### config.mk
export PLATFORM = sky130hd
export DESIGN_NAME = i2c_mtx
export DESIGN_NICKNAME = d
export VERILOG_FILES = /design/src/rtl/i2c_mtx_pkg.sv /design/src/rtl/i2c_mtx_prescale.sv /design/src/rtl/i2c_mtx_regs.sv /design/src/rtl/i2c_mtx_engine.sv /design/src/rtl/i2c_mtx.sv
export SDC_FILE = /design/constraint.sdc
export NUM_CORES = 1
export LEC_CHECK = 0
export ABC_AREA = 1
export BUFFER_PORTS_ARGS = -buffer_cell sky130_fd_sc_hd__buf_2
export CELL_PAD_IN_SITES_DETAIL_PLACEMENT = 0
export CELL_PAD_IN_SITES_GLOBAL_PLACEMENT = 1
export CORE_UTILIZATION = 35
export DETAILED_ROUTE_END_ITERATION = 12
export GPL_TIMING_DRIVEN = 0
export PLACE_DENSITY_LB_ADDON = 0.15
export SLEW_MARGIN = 5
export SYNTH_ARGS = -nofsm -noshare
export SYNTH_HDL_FRONTEND = slang
export SYNTH_HIERARCHICAL = 1
export SYNTH_SLANG_ARGS = --single-unit
### constraint.sdc
create_clock -name clk -period 2 [get_ports clk]
set_clock_uncertainty 0.05 [all_clocks]
set_input_delay 0 -clock clk [delete_from_list [all_inputs] [get_ports clk]]
set_output_delay 0 -clock clk [all_outputs]
set_load 0.02 [all_outputs]
### src/rtl/i2c_mtx_pkg.sv
package i2c_mtx_pkg;

  localparam int BYTE_W  = 8;
  localparam int ADDR_W  = 2;
  localparam int BCNT_W  = $clog2(BYTE_W + 1);

  localparam logic [ADDR_W-1:0] A_CTRL = 2'd0;
  localparam logic [ADDR_W-1:0] A_TXD  = 2'd1;
  localparam logic [ADDR_W-1:0] A_CLR  = 2'd2;

  localparam int CTRL_BUSY_BIT = 7;
  localparam int CLR_END_BIT   = 0;
  localparam int CLR_NACK_BIT  = 1;

  typedef enum logic [2:0] {
    ENG_IDLE,
    ENG_START,
    ENG_HOLD,
    ENG_BIT,
    ENG_STOP,
    ENG_STOP_REL
  } eng_st_e;

endpackage

### src/rtl/i2c_mtx_prescale.sv
module i2c_mtx_prescale #(
  parameter int QUNIT = 2,
  parameter int SEL_W = 4
) (
  input  logic             clk,
  input  logic             rst_n,
  input  logic             run,
  input  logic [SEL_W-1:0] sel,
  output logic             tick
);

  localparam int CW = $clog2((2 ** SEL_W) * QUNIT + 1);

  logic [CW-1:0] cnt_q, cnt_d;
  logic [CW-1:0] limit;
  logic          wrap;

  assign limit = (CW'(sel) + CW'(1)) * CW'(QUNIT);
  assign wrap  = (cnt_q >= (limit - CW'(1)));
  assign tick  = run && wrap;

  always_comb begin
    cnt_d = cnt_q;
    if (!run) begin
      cnt_d = '0;
    end else if (wrap) begin
      cnt_d = '0;
    end else begin
      cnt_d = cnt_q + CW'(1);
    end
  end

  always_ff @(posedge clk or negedge rst_n) begin
    if (!rst_n) begin
      cnt_q <= '0;
    end else begin
      cnt_q <= cnt_d;
    end
  end

endmodule

### src/rtl/i2c_mtx_regs.sv
module i2c_mtx_regs
  import i2c_mtx_pkg::*;
#(
  parameter int SEL_W = 4
) (
  input  logic              clk,
  input  logic              rst_n,
  input  logic              wr_en,
  input  logic [ADDR_W-1:0] wr_addr,
  input  logic [BYTE_W-1:0] wr_data,
  input  logic              ld_evt,
  input  logic              rise9,
  input  logic              ack_smp,
  input  logic              stop_done,
  output logic [SEL_W-1:0]  clk_sel,
  output logic              busy,
  output logic              start_go,
  output logic              stop_pend,
  output logic [BYTE_W-1:0] tdr,
  output logic              tx_empty,
  output logic              tx_end,
  output logic              ack_rx,
  output logic              nack
);

  logic              wr_ctrl, wr_txd, wr_clr;
  logic [SEL_W-1:0]  sel_d;
  logic              busy_d, stop_d, empty_d, end_d, ack_d, nack_d;
  logic [BYTE_W-1:0] tdr_d;

  assign wr_ctrl  = wr_en && (wr_addr == A_CTRL);
  assign wr_txd   = wr_en && (wr_addr == A_TXD);
  assign wr_clr   = wr_en && (wr_addr == A_CLR);
  assign start_go = wr_ctrl && wr_data[CTRL_BUSY_BIT] && !busy;

  always_comb begin
    sel_d   = clk_sel;
    busy_d  = busy;
    stop_d  = stop_pend;
    tdr_d   = tdr;
    empty_d = tx_empty;
    end_d   = tx_end;
    ack_d   = ack_rx;
    nack_d  = nack;

    if (wr_ctrl) begin
      sel_d = wr_data[SEL_W-1:0];
    end
    if (start_go) begin
      busy_d = 1'b1;
    end
    if (wr_ctrl && !wr_data[CTRL_BUSY_BIT] && busy) begin
      stop_d = 1'b1;
    end
    if (stop_done) begin
      busy_d = 1'b0;
      stop_d = 1'b0;
    end

    if (ld_evt) begin
      empty_d = 1'b1;
    end
    if (wr_txd) begin
      tdr_d   = wr_data;
      empty_d = 1'b0;
    end

    if (wr_clr && wr_data[CLR_END_BIT]) begin
      end_d = 1'b0;
    end
    if (wr_clr && wr_data[CLR_NACK_BIT]) begin
      nack_d = 1'b0;
    end
    if (rise9) begin
      ack_d = ack_smp;
      if (tx_empty) begin
        end_d = 1'b1;
      end
      if (ack_smp) begin
        nack_d = 1'b1;
      end
    end
  end

  always_ff @(posedge clk or negedge rst_n) begin
    if (!rst_n) begin
      clk_sel   <= '0;
      busy      <= 1'b0;
      stop_pend <= 1'b0;
      tdr       <= '0;
      tx_empty  <= 1'b1;
      tx_end    <= 1'b0;
      ack_rx    <= 1'b0;
      nack      <= 1'b0;
    end else begin
      clk_sel   <= sel_d;
      busy      <= busy_d;
      stop_pend <= stop_d;
      tdr       <= tdr_d;
      tx_empty  <= empty_d;
      tx_end    <= end_d;
      ack_rx    <= ack_d;
      nack      <= nack_d;
    end
  end

endmodule

### src/rtl/i2c_mtx_engine.sv
module i2c_mtx_engine
  import i2c_mtx_pkg::*;
(
  input  logic              clk,
  input  logic              rst_n,
  input  logic              tick,
  input  logic              start_go,
  input  logic              stop_pend,
  input  logic              tdr_full,
  input  logic [BYTE_W-1:0] tdr,
  input  logic              scl_in,
  input  logic              sda_in,
  output logic              ld_evt,
  output logic              rise9,
  output logic              stop_done,
  output logic              scl_oe,
  output logic              sda_oe
);

  localparam logic [BCNT_W-1:0] ACK_IDX = BCNT_W'(BYTE_W);

  eng_st_e           st_q, st_d;
  logic [1:0]        ph_q, ph_d;
  logic [BCNT_W-1:0] bit_q, bit_d;
  logic [BYTE_W-1:0] sh_q, sh_d;
  logic              scl_q, scl_d, sda_q, sda_d;
  logic              on_ack;

  assign on_ack = (bit_q == ACK_IDX);
  assign scl_oe = scl_q;
  assign sda_oe = sda_q;

  always_comb begin
    st_d      = st_q;
    ph_d      = ph_q;
    bit_d     = bit_q;
    sh_d      = sh_q;
    scl_d     = scl_q;
    sda_d     = sda_q;
    ld_evt    = 1'b0;
    rise9     = 1'b0;
    stop_done = 1'b0;

    case (st_q)
      ENG_IDLE: begin
        scl_d = 1'b0;
        sda_d = 1'b0;
        if (start_go) begin
          st_d = ENG_START;
          ph_d = 2'd0;
        end
      end

      ENG_START: begin
        if (tick) begin
          ph_d = ph_q + 2'd1;
          if (ph_q == 2'd1) begin
            sda_d = 1'b1;
          end
          if (ph_q == 2'd3) begin
            scl_d = 1'b1;
            st_d  = ENG_HOLD;
          end
        end
      end

      ENG_HOLD: begin
        if (tick) begin
          if (tdr_full) begin
            ld_evt = 1'b1;
            sh_d   = tdr;
            bit_d  = '0;
            ph_d   = 2'd0;
            st_d   = ENG_BIT;
          end else if (stop_pend) begin
            ph_d = 2'd0;
            st_d = ENG_STOP;
          end
        end
      end

      ENG_BIT: begin
        if (tick) begin
          ph_d = ph_q + 2'd1;
          case (ph_q)
            2'd0: sda_d = on_ack ? 1'b0 : !sh_q[BYTE_W-1];
            2'd1: begin
              scl_d = 1'b0;
              rise9 = on_ack;
            end
            2'd2: ;
            default: begin
              scl_d = 1'b1;
              if (!on_ack) begin
                bit_d = bit_q + BCNT_W'(1);
                sh_d  = {sh_q[BYTE_W-2:0], 1'b0};
              end else if (tdr_full) begin
                ld_evt = 1'b1;
                sh_d   = tdr;
                bit_d  = '0;
              end else begin
                st_d = ENG_HOLD;
              end
            end
          endcase
        end
      end

      ENG_STOP: begin
        if (tick) begin
          ph_d = ph_q + 2'd1;
          case (ph_q)
            2'd0: sda_d = 1'b1;
            2'd1: scl_d = 1'b0;
            2'd2: ;
            default: begin
              sda_d = 1'b0;
              st_d  = ENG_STOP_REL;
            end
          endcase
        end
      end

      ENG_STOP_REL: begin
        if (tick && scl_in && sda_in) begin
          stop_done = 1'b1;
          st_d      = ENG_IDLE;
        end
      end

      default: begin
        st_d  = ENG_IDLE;
        scl_d = 1'b0;
        sda_d = 1'b0;
      end
    endcase
  end

  always_ff @(posedge clk or negedge rst_n) begin
    if (!rst_n) begin
      st_q  <= ENG_IDLE;
      ph_q  <= 2'd0;
      bit_q <= '0;
      sh_q  <= '0;
      scl_q <= 1'b0;
      sda_q <= 1'b0;
    end else begin
      st_q  <= st_d;
      ph_q  <= ph_d;
      bit_q <= bit_d;
      sh_q  <= sh_d;
      scl_q <= scl_d;
      sda_q <= sda_d;
    end
  end

endmodule

### src/rtl/i2c_mtx.sv
module i2c_mtx
  import i2c_mtx_pkg::*;
#(
  parameter int QUNIT = 2,
  parameter int SEL_W = 4
) (
  input  logic              clk,
  input  logic              rst_n,
  input  logic              wr_en,
  input  logic [ADDR_W-1:0] wr_addr,
  input  logic [BYTE_W-1:0] wr_data,
  input  logic              scl_in,
  input  logic              sda_in,
  output logic              scl_oe,
  output logic              sda_oe,
  output logic              bus_busy,
  output logic              tx_empty,
  output logic              tx_end,
  output logic              ack_rx,
  output logic              nack_flag
);

  logic [1:0]        rst_pipe;
  logic              rst_s;
  logic              tick, ld_evt, rise9, stop_done, start_go, stop_pend;
  logic [SEL_W-1:0]  clk_sel;
  logic [BYTE_W-1:0] tdr;

  always_ff @(posedge clk or negedge rst_n) begin
    if (!rst_n) begin
      rst_pipe <= 2'b00;
    end else begin
      rst_pipe <= {rst_pipe[0], 1'b1};
    end
  end
  assign rst_s = rst_pipe[1];

  i2c_mtx_prescale #(
    .QUNIT (QUNIT),
    .SEL_W (SEL_W)
  ) u_pre (
    .clk   (clk),
    .rst_n (rst_s),
    .run   (bus_busy),
    .sel   (clk_sel),
    .tick  (tick)
  );

  i2c_mtx_regs #(
    .SEL_W (SEL_W)
  ) u_regs (
    .clk       (clk),
    .rst_n     (rst_s),
    .wr_en     (wr_en),
    .wr_addr   (wr_addr),
    .wr_data   (wr_data),
    .ld_evt    (ld_evt),
    .rise9     (rise9),
    .ack_smp   (sda_in),
    .stop_done (stop_done),
    .clk_sel   (clk_sel),
    .busy      (bus_busy),
    .start_go  (start_go),
    .stop_pend (stop_pend),
    .tdr       (tdr),
    .tx_empty  (tx_empty),
    .tx_end    (tx_end),
    .ack_rx    (ack_rx),
    .nack      (nack_flag)
  );

  i2c_mtx_engine u_eng (
    .clk       (clk),
    .rst_n     (rst_s),
    .tick      (tick),
    .start_go  (start_go),
    .stop_pend (stop_pend),
    .tdr_full  (!tx_empty),
    .tdr       (tdr),
    .scl_in    (scl_in),
    .sda_in    (sda_in),
    .ld_evt    (ld_evt),
    .rise9     (rise9),
    .stop_done (stop_done),
    .scl_oe    (scl_oe),
    .sda_oe    (sda_oe)
  );

endmodule

==> impl_metrics.yaml <==
status:
  status: "complete, but fails checks"
  violations: "setup timing"
yosys:
  synth_compound_area_share_pct: 10.7
  syn-num-nets: 378
  synth_top_family_by_area: "simple AND/OR/NAND/NOR gates"
  synth_mux_area_share_pct: 0
  synth_simple_gate_area_share_pct: 30.2
  yosys-top-cells-area: "dfrtp_1 40%, nand2_1 13%, inv_1 7.5%"
  synth_cell_types: 34
  syn_area_per_cell_um2: 7.82
  synth.yosys.seq_area_share_pct: 41.2
  netlist_area_um2: 2740
  ys_seq_elements: 45
  synth_adder_area_share_pct: 5.94
  synth-xor-area-share_pct: 1.28
  ys_warn_count: 6
  synth_top_cell_by_area: "dfrtp_1"
  syn_inst: 350
  synth_top_area_share_pct: 40.2
clocking:
  cts_tree: "done"
  clock_sinks: 45
  root_buffer: "clkbuf_8"
  ctsHtreeMaxLevel: 2
  clk-insertion-delay-late_ps: 300
  cts_buffer_depth: 2
  cts_buffers: 5
  clk_pin_slew_ps: 100
setup_path:
  reg2reg_depth: 16
  required_ps: 2150
  worstPathArrival_ps: 2660
  cp-end-kind: "register"
  reg2reg_setup_slack_ps: -510
  rr_startpoint: "u_regs/clk_sel[0]"
  cp-start-kind: "register"
  r2r-end: "u_eng/bit_q[1]"
  crit_type: "register to register"
  critPathMaxFanout: 5
  slowest_stage: "dfrtp_2"
  path_cells: "ha_4 -> nor2_4 -> nand2_1 -> nand2_1 -> nand2_1 -> ha_1 -> nand2_2 -> nor2_2 -> nand2_2 -> a31oi_4 -> inv_4 -> nor2_4 -> nand2_4 -> a21oi_4 -> buf_4 -> o21ai_0"
  slowest_delay_ps: 460
  crit_top_cell: "nand2_1"
layout:
  drive_gt1_share_pct: 21.8
  areaGrowthSynthToFinish_pct: 25.3
  instances_no_fill: 503
  seq_area_um2: 1130
  fin_nets: 431
  multi_input_area_um2: 1410
  diodes: 0
  n_fill_cell: 764
floorplan:
  ios: 22
  die_h_um: 90.4
  start_util_pct: 36.9
  row_count: 31
  die_w_um: 90.4
  die-area_um2: 8180
  core_um2: 7410
sta:
  finalHoldViolations: 0
  clock.fmax_ghz: 0.398
  finalSetupViolCount: 25
  slew_violations: 0
  rsz0062_at_grt: "true"
  fin_crit_ps: 2510
  fin_crit_sh_pct: 126
  setup_slack_ps: -512
worst_hold_path:
  hold_end: "u_regs/nack"
  hp-class: "primary input to register"
  whs_path_depth: 4
  worstHoldStart: "wr_addr[1]"
drt:
  drt_iter0_markers: 146
  via_per_inst: 4.55
  first_pass_iters: 4
  wire_per_inst_um: 11.9
  num_vias: 2289
  remaining_drc_errors: 0
  routed_wl_um: 6010
  route.antenna.remaining_nets: 0
place:
  port_buffers: 20
  gp_congestion: 0.777
  dp.cells: 470
  dpl.hpwl_um: 4440
pwr:
  irDropWorstVdd_mv: 0.391
  p_per_area_nw_per_um2: 751
  p_total_mw: 2.58
  p_leak_nw: 1.79
grt:
  grtUsageTotal_pct: 15.9
  grt-ovfl-total: 0
  grt_first_pass_wirelength_um: 10600
  antenna_found_initial: 0
  grt_max_degree: 30
  grt_pass1_vias: 2239
job:
  maxCapViolCount: 0
## cells in the mapped netlist, drive strengths merged
cell	instances
dfrtp	44
and2	1
dfstp	1
xnor2	2
a21oi	7
conb	1
nand2	104
nor4	1
inv	58
nand3	33
o211ai	8
ha	13
nand4	5
a31oi	1
buf	6
o21ai	28
clkinv	1
nand3b	1
xor2	2
nor3	2
nor2	31
## kinds of logic (layout without fill, tap and decap cells)
family	after synthesis	after routing
AND/OR/NAND/NOR	178	178
buffers and inverters	65	119
flip-flops	45	45
AO/OA/AOI/OAI	44	44
adder cells (fa/ha/maj)	13	13
XOR/XNOR	4	4
other	1	1
## repair_timing
action	CTS	global route
hold buffers	17	0
pin swaps	10	7
setup endpoints to repair	25	26
endpoints found under the hold margin	18	0
setup buffers	8	0
gates resized for setup	8	5
## per-layer routing
| metal | vias up | GRT usage, % | part of all wire (%) | wire, µm |
|---|---|---|---|---|
| li1 | 1212 | - | - | - |
| met1 | 1045 | 21.6 | 50 | 3000 |
| met2 | 26 | 26.3 | 46 | 2770 |
| met3 | 6 | 2.78 | 2.7 | 162 |
| met4 | 0 | 3.90 | 1.1 | 69 |
| met5 | - | 0 | 0 | 0 |
## through the flow
stage          setup slack (ps)  util [%]  area (µm²)  TNS (ps)  hold WS [ps]
6_report                   -512      46.3        3430    -10970          28.0
5_1_grt                    -678      46.3        3430    -15230          60.8
4_1_cts                    -506      46.1        3420    -11330          11.5
3_5_place_dp               -608      40.9        3030    -12990          -265
3_3_place_gp               -592      40.6        3010    -14120          -265
2_1_floorplan              -341         -        2790     -6740          -346
## worst max-delay path: cells and delay by family, from the launching register on
kind | cells | cell delay [ps]
AOI/OAI and AO/OA | 3 | 460
DFF | 1 | 460
and+or+nand+nor | 9 | 680
adders and majority gates | 2 | 510
buffers and inverters | 2 | 230
## state kept, by name (all words and copies together), names as in the netlist, 2 cells and up
| name | flops |
|---|---|
| rst_pipe | 2 |
| u_eng/bit_q | 4 |
| u_eng/ph_q | 2 |
| u_eng/sh_q | 8 |
| u_eng/st_q | 3 |
| u_pre/cnt_q | 6 |
| u_regs/clk_sel | 4 |
| u_regs/tdr | 8 |
## worst max path at each step
stage	start	to	slack (ps)	cells past startpoint
floorplan	u_regs/clk_sel[1]	u_eng/sh_q[1]	-340	18
global placement	u_regs/clk_sel[0]	u_eng/sh_q[2]	-590	18
detailed placement	u_regs/clk_sel[0]	u_eng/sh_q[2]	-610	18
CTS	u_regs/clk_sel[0]	u_eng/sh_q[4]	-510	18
global route	u_regs/clk_sel[0]	u_eng/st_q[2]	-680	16
finish	u_regs/clk_sel[0]	u_eng/bit_q[1]	-510	16
## power breakdown
group / leakage [nW] / switching (mW) / internal (mW)
Clock: 0.0603 / 0.360 / 0.384
Sequential: 0.521 / 0.0969 / 0.997
Combinational: 1.21 / 0.402 / 0.336
## placed cells by master (no fill, tap or decap), drive strengths merged, types with 5 or more instances in the layout
cell,Yosys,routed
a21oi,7,7
buf,6,35
clkbuf,0,5
dfrtp,44,44
dlygate4sd3,0,17
ha,13,13
inv,58,59
nand2,104,104
nand3,33,33
nand4,5,5
nor2,31,31
o211ai,8,8
o21ai,28,28
## final cells by class
| type | count | area share (%) |
|---|---|---|
| well taps | 99 | 3.61 |
| plain buffers | 6 | 1.79 |
| clock buffers | 5 | 2.01 |
| multi-input cells | 240 | 41.1 |
| flip-flops and latches | 45 | 33.0 |
| inverters | 59 | 6.82 |
| clock inverters | 3 | 1.46 |
| repair buffers | 46 | 10.2 |
No activity file was read; power rests on OpenSTA's default activity.
